[src/rtl/rpa_pkg.sv]
`timescale 1ns/1ps
package rpa_pkg;
  typedef enum logic {
    ADDR_BINARY = 1'b0,
    ADDR_ONEHOT = 1'b1
  } addr_mode_e;
endpackage

[src/rtl/rpa_picker.sv]
`timescale 1ns/1ps
module rpa_picker #(
  parameter int N = 4
) (
  input  logic [N-1:0] pick_i,
  output logic [N-1:0] grant_o,
  output logic         any_o
);
  // seen[i] is high when some lower-index pick input is already set
  logic [N:0] seen;
  assign seen[0] = 1'b0;

  for (genvar i = 0; i < N; i++) begin : g_chain
    assign seen[i+1]  = seen[i] | pick_i[i];
    assign grant_o[i] = pick_i[i] & ~seen[i];
  end

  assign any_o = seen[N];
endmodule

[src/rtl/rpa_selmux.sv]
`timescale 1ns/1ps
module rpa_selmux
  import rpa_pkg::*;
#(
  parameter int         N     = 4,
  parameter int         SEL_W = 4,
  parameter addr_mode_e MODE  = ADDR_BINARY
) (
  input  logic [N-1:0]       grant_i,
  input  logic [N*SEL_W-1:0] sel_i,
  output logic [SEL_W-1:0]   port_sel_o,
  output logic [SEL_W-1:0]   port_ren_o
);
  logic [SEL_W-1:0] acc [N+1];
  assign acc[0] = '0;

  for (genvar i = 0; i < N; i++) begin : g_or
    assign acc[i+1] = acc[i] | (grant_i[i] ? sel_i[i*SEL_W +: SEL_W] : '0);
  end

  assign port_sel_o = acc[N];

  if (MODE == ADDR_ONEHOT) begin : g_onehot
    assign port_ren_o = acc[N];
  end else begin : g_binary
    assign port_ren_o = SEL_W'(|grant_i);
  end
endmodule

[src/rtl/rpa_fanout.sv]
`timescale 1ns/1ps
module rpa_fanout #(
  parameter int N      = 4,
  parameter int DATA_W = 16
) (
  input  logic [N-1:0]        dpick_i,
  input  logic [DATA_W-1:0]   port_data_i,
  output logic [N*DATA_W-1:0] data_o
);
  for (genvar i = 0; i < N; i++) begin : g_lane
    assign data_o[i*DATA_W +: DATA_W] = dpick_i[i] ? port_data_i : '0;
  end
endmodule

[src/rtl/regrd_share.sv]
`timescale 1ns/1ps
module regrd_share
  import rpa_pkg::*;
#(
  parameter int         N      = 4,
  parameter int         SEL_W  = 4,
  parameter int         DATA_W = 16,
  parameter addr_mode_e MODE   = ADDR_BINARY
) (
  input  logic                clk,
  input  logic                rst,
  input  logic [N-1:0]        req_i,
  input  logic [N-1:0]        active_i,
  input  logic [N-1:0]        rdflag_i,
  input  logic [N*SEL_W-1:0]  sel_i,
  input  logic [DATA_W-1:0]   port_data_i,
  output logic [SEL_W-1:0]    port_sel_o,
  output logic [SEL_W-1:0]    port_ren_o,
  output logic [N-1:0]        go_rd_o,
  output logic [N*DATA_W-1:0] data_o
);
  logic [N-1:0] dpick;
  logic [N-1:0] elig;
  logic [N-1:0] raw_grant;
  logic         any_grant;
  logic [N-1:0] grant;

  // eligibility: request qualified by active and flag, masked by own delayed pick
  assign elig = req_i & active_i & rdflag_i & ~dpick;

  rpa_picker #(.N(N)) u_picker (
    .pick_i  (elig),
    .grant_o (raw_grant),
    .any_o   (any_grant)
  );

  assign grant = raw_grant & {N{any_grant}};

  // delayed pick: one register per requester, matches port read latency
  always_ff @(posedge clk) begin
    if (rst) dpick <= '0;
    else     dpick <= grant;
  end

  assign go_rd_o = dpick;

  rpa_selmux #(.N(N), .SEL_W(SEL_W), .MODE(MODE)) u_selmux (
    .grant_i    (grant),
    .sel_i      (sel_i),
    .port_sel_o (port_sel_o),
    .port_ren_o (port_ren_o)
  );

  rpa_fanout #(.N(N), .DATA_W(DATA_W)) u_fanout (
    .dpick_i     (dpick),
    .port_data_i (port_data_i),
    .data_o      (data_o)
  );

  // never more than one grant
  a_r3_single_grant: assert property (@(posedge clk) disable iff (rst)
    $onehot0(grant));

  // an eligible requester always wins something
  a_r9_eligible_served: assert property (@(posedge clk) disable iff (rst)
    (|elig) |-> (|grant));

  // the same requester is not granted on consecutive cycles
  a_r6_no_regrant: assert property (@(posedge clk) disable iff (rst)
    (|grant) |=> ((grant & $past(grant)) == '0));

  // port stays quiet without a grant
  a_r4_idle_quiet: assert property (@(posedge clk) disable iff (rst)
    (grant == '0) |-> (port_sel_o == '0 && port_ren_o == '0));

  // a grant is followed by a go-read strobe
  a_r5_go_follows: assert property (@(posedge clk) disable iff (rst)
    (|grant) |=> (|go_rd_o));

  // strobes never overlap
  a_r5_go_onehot0: assert property (@(posedge clk) disable iff (rst)
    $onehot0(go_rd_o));
endmodule

[config.mk]
export PLATFORM = sky130hd
export DESIGN_NAME = regrd_share
export DESIGN_NICKNAME = d
export VERILOG_FILES = /design/src/rtl/rpa_pkg.sv /design/src/rtl/rpa_picker.sv /design/src/rtl/rpa_selmux.sv /design/src/rtl/rpa_fanout.sv /design/src/rtl/regrd_share.sv
export SDC_FILE = /design/constraint.sdc
export NUM_CORES = 1
export LEC_CHECK = 0
export BUFFER_PORTS_ARGS = -buffer_cell sky130_fd_sc_hd__buf_2
export CAP_MARGIN = 20
export CORE_ASPECT_RATIO = 0.5
export CORE_MARGIN = 10
export CORE_UTILIZATION = 29
export CTS_CLUSTER_DIAMETER = 120
export DETAILED_ROUTE_END_ITERATION = 8
export PLACE_DENSITY = 0.89
export SYNTH_ARGS = -nofsm -noshare
export SYNTH_HDL_FRONTEND = slang
export SYNTH_HIERARCHICAL = 1
export SYNTH_SLANG_ARGS = --single-unit
[constraint.sdc]
create_clock -name clk -period 3 [get_ports clk]
set_clock_uncertainty 0.2 [all_clocks]
set_input_delay 0.15 -clock clk [delete_from_list [all_inputs] [get_ports clk]]
set_output_delay 0.15 -clock clk [all_outputs]
set_load 0.01 [all_outputs]
# After elaboration in Yosys (flattened, before gate mapping)

Cells that the tools add are included.

Muxes and demuxes: 8
Reduce and logical (&&, ||, !) cells: 1
Bitwise gates (word level): 17

Operators by type and width:

| operator           | count |
|---|---|
| 16-bit 2-to-1 mux  | 4 |
| 4-bit bitwise AND  | 4 |
| 4-bit 2-to-1 mux   | 4 |
| 4-bit OR           | 3 |
| 4-bit inverter     | 1 |
| 4-bit OR reduction | 1 |
| 1-bit bitwise AND  | 3 |
| 1-bit inverter     | 3 |
| 1-bit OR           | 3 |

Bits in registers: 4
Word-level logic and storage cells: 27
Output and inout port bits: 76
Bits of input ports: 46

# Logic depth before layout (Yosys ltp)

Depth after elaboration: 12
Gate-level depth with buffers: 5
Mapped depth without buffers: 5

# By module

Netlist, hierarchy kept.

By module, submodules not included:

| module      | cells an instance | sequential area each (µm²) | times used | area each (µm²) |
|---|---|---|---|---|
| rpa_fanout  | 68                | 0.0                        | 1          | 467.9 |
| regrd_share | 16                | 80.1                       | 1          | 185.2 |
| rpa_selmux  | 17                | 0.0                        | 1          | 108.9 |
| rpa_picker  | 5                 | 0.0                        | 1          | 37.5 |

# Worst setup path after synthesis

OpenSTA, ideal clock, no wires.

Kind: reg-to-output
Start: register dpick[0], in the netlist go_rd_o[0]
End: output port port_ren_o[0]
Arrival: 2.086 ns
Path slack: 0.564 ns
Required time: 2.650 ns
Cell stages (with the launch flop): 5
Buffers on the path: 0
Cell sequence: dfxtp_1 > and4b_1 > or4_1 > and2_2 > or4_1

Elaborated cells between the ends (all ways): 13
Those cells by class: 12 x bitwise; 1 x reduce/logical

RTL lines:

| item                   | RTL line          | RTL |
|---|---|---|
| from (decl)            | regrd_share.sv:22 | `logic [N-1:0] dpick;` |
| from (signal assigned) | regrd_share.sv:42 | `else dpick <= grant;` |
| 4-bit inverter         | regrd_share.sv:29 | `assign elig = req_i & active_i & rdflag_i & ~dpick;` |
| 4-bit bitwise AND      | regrd_share.sv:29 |  |
| net elig[0]            | regrd_share.sv:23 | `logic [N-1:0] elig;` |
| 1-bit OR (3 in series) | rpa_picker.sv:14  | `assign seen[i+1] = seen[i] \| pick_i[i];` |
| net any_grant          | regrd_share.sv:25 | `logic any_grant;` |
| 4-bit bitwise AND      | regrd_share.sv:37 | `assign grant = raw_grant & {N{any_grant}};` |
| net grant[0]           | regrd_share.sv:26 | `logic [N-1:0] grant;` |
| 4-bit OR reduction     | rpa_selmux.sv:26  | `assign port_ren_o = SEL_W'(\|grant_i);` |
| to (decl)              | regrd_share.sv:18 | `output logic [SEL_W-1:0] port_ren_o,` |

The timed path passes the listed nets, and every way through them passes these cells.

# Worst setup path in the final report

Same ends and word-level chain as after synthesis.

==> results.json <==
{
  "path_clk_slew_ps": 30,
  "track_usage": 0.134,
  "fp.dieW_um": 94.3,
  "grt_max_degree": 18,
  "cts.sink_count": 4,
  "core_sq_mm": 0.00262,
  "hp-start": "rst",
  "cts-buffers-inserted": 3,
  "final.period_utilization": 0.894,
  "place_area_sq_mm": 0.00140,
  "synth_adder_area_share": 0,
  "ys_ff_latch": 4,
  "cts_tree": "built",
  "cts.path.max_buffers": 2,
  "drive_gt1_frac": 0.653,
  "ir_drop_mv": 0.133,
  "drc_errors": 0,
  "post_cts_resized": 0,
  "worstPathArrival_ps": 2330,
  "postLayoutCoreUtil": 0.550,
  "final_cell_mix": "118 x buf_2, 46 x and2_1, 22 x and2_2",
  "finalSetupViolCount": 0,
  "yosysUniqueCellTypes": 14,
  "power_frac_clock": 0.444,
  "place_congestion": 0.793,
  "cts_root_buf": "clkbuf_8",
  "h-tree-depth": 1,
  "antenna_found_initial": 0,
  "syn2layout_area_growth_pct": 80.1,
  "p_switching_uw": 65.4,
  "fin_area_sq_mm": 0.00144,
  "port_buffers": 118,
  "initial_utilization": 0.305,
  "p_leak_uw": 0.000991,
  "clock_latency_ps": 210,
  "num_rows": 13,
  "largest_reg_flops": 4,
  "nets": 273,
  "antenna_cells": 0,
  "holdBufCountCts": 0,
  "via_per_inst": 4.43,
  "dp_hpwl_um": 3410,
  "synth_top_family_by_area": "simple AND/OR/NAND/NOR gates",
  "grt.overflow.total": 0,
  "rsz0062_at_grt": "false",
  "grt_pass1_wl_um": 5980,
  "start_kind": "flop",
  "yosys_warnings": 6,
  "path_max_fanout": 8,
  "dr.pass1.iters": 4,
  "status": "complete, no violations",
  "grt_pass1_vias": 1200,
  "final_antenna_net_count": 0,
  "dr.first_iter.drc_count": 48,
  "synth_cells": 106,
  "io_pins": 122,
  "swShare": 0.264,
  "startpoint": "go_rd_o[0]",
  "power_density_mw_per_mm2": 172,
  "p_seq_frac": 0.222,
  "hold_violations": 0,
  "max_freq_mhz": 373,
  "final_common_cell": "buf_2",
  "p_comb_frac": 0.334,
  "fin_hold_ws_ps": 52.0,
  "min_path_type": "input port to flop",
  "synth_area_sq_um": 800,
  "internal_power_uw": 182,
  "required_ps": 2650,
  "r2r_start": "go_rd_o[0]",
  "fp.dieH_um": 57.1,
  "avgSynthCellArea_sq_um": 7.54,
  "synth_compound_area_frac": 0.0751,
  "routedWlPerCell_um": 15.0,
  "synth_mux_area_frac": 0,
  "fin_setup_tns_ps": 0,
  "end_kind": "output port",
  "synth.yosys.seq_area_share": 0.100,
  "vias": 1161,
  "critPathKind": "flop to output port",
  "drt_wl_total_um": 3940,
  "post-cts-setup-buffers": 0,
  "synthSimpleGateAreaFrac": 0.726,
  "die_area_sq_mm": 0.00538,
  "synth_xor_area_frac": 0,
  "min_period_ps": 2680,
  "final-max-slew-violation-count": 0,
  "total_power_uw": 248,
  "max-cap-violations": 0
}
-- final timing paths --
kind                            depth (start not counted)             to  slack (ps)
worst max-delay path                                    5  port_ren_o[0]         320
worst min register to register                          2     go_rd_o[0]         620
worst max register to register                          3     go_rd_o[0]        1260
worst min-delay path                                    2     go_rd_o[3]          50
-- cell usage after synthesis --
cell type   n  area, sq um
and3b_1     4         35.0
and2_1     46          288
a22oi_1     8         60.1
buf_4       4         30.0
and2_2     22          165
nor3b_1     1         7.51
buf_6       4         45.0
nor4b_1     1         8.76
nand2_1     4         15.0
conb_1      1         3.75
dfxtp_1     4         80.1
or4_1       2         15.0
nor2b_1     1         6.26
and4b_1     4         40.0
-- per-layer routing --
| metal | track usage | wire, um | vias up |
|---|---|---|---|
| met5 | 0 | 0 | - |
| met4 | 0.0237 | 12 | 0 |
| met3 | 0.0574 | 479 | 2 |
| met2 | 0.275 | 2180 | 56 |
| met1 | 0.118 | 1270 | 520 |
| li1 | - | - | 583 |
-- power groups by stage --
stage | logic (uW) | registers, uW | clock network (uW)
final | 82.7 | 54.9 | 110
after global routing | 93.0 | 54.9 | 119
after CTS | 83.5 | 54.9 | 113
after detailed placement | 83.1 | 55.6 | 0
after global placement | 80.0 | 55.5 | 0
after floorplan | 34.8 | 56.9 | 0
-- layout make-up --
type	count	area, sq um
timing repair buffer	122	621
sequential	4	80.1
tap	37	46.3
clock buffer	3	41.3
fill	257	1180
multi-input combinational	96	652
-- metrics by stage --
stage | std cells | setup WS, ps
finish | 262 | 317
global route | 262 | 176
CTS | 262 | 296
detailed placement | 259 | 548
global placement | 259 | 610
floorplan | 108 | 564
-- kinds of logic after synthesis --
logic type	after synthesis
and+or+nand+nor	85
AOI/OAI and AO/OA	8
buffers and inverters	8
DFF	4
other	1
-- worst max-delay path: stages (launching register included) --
cell	delay, ps
dfxtp_1	330
and4b_1	250
or4_1	620
and2_2	250
or4_1	520
buf_2	150
Power figures use the tool's default switching activity.
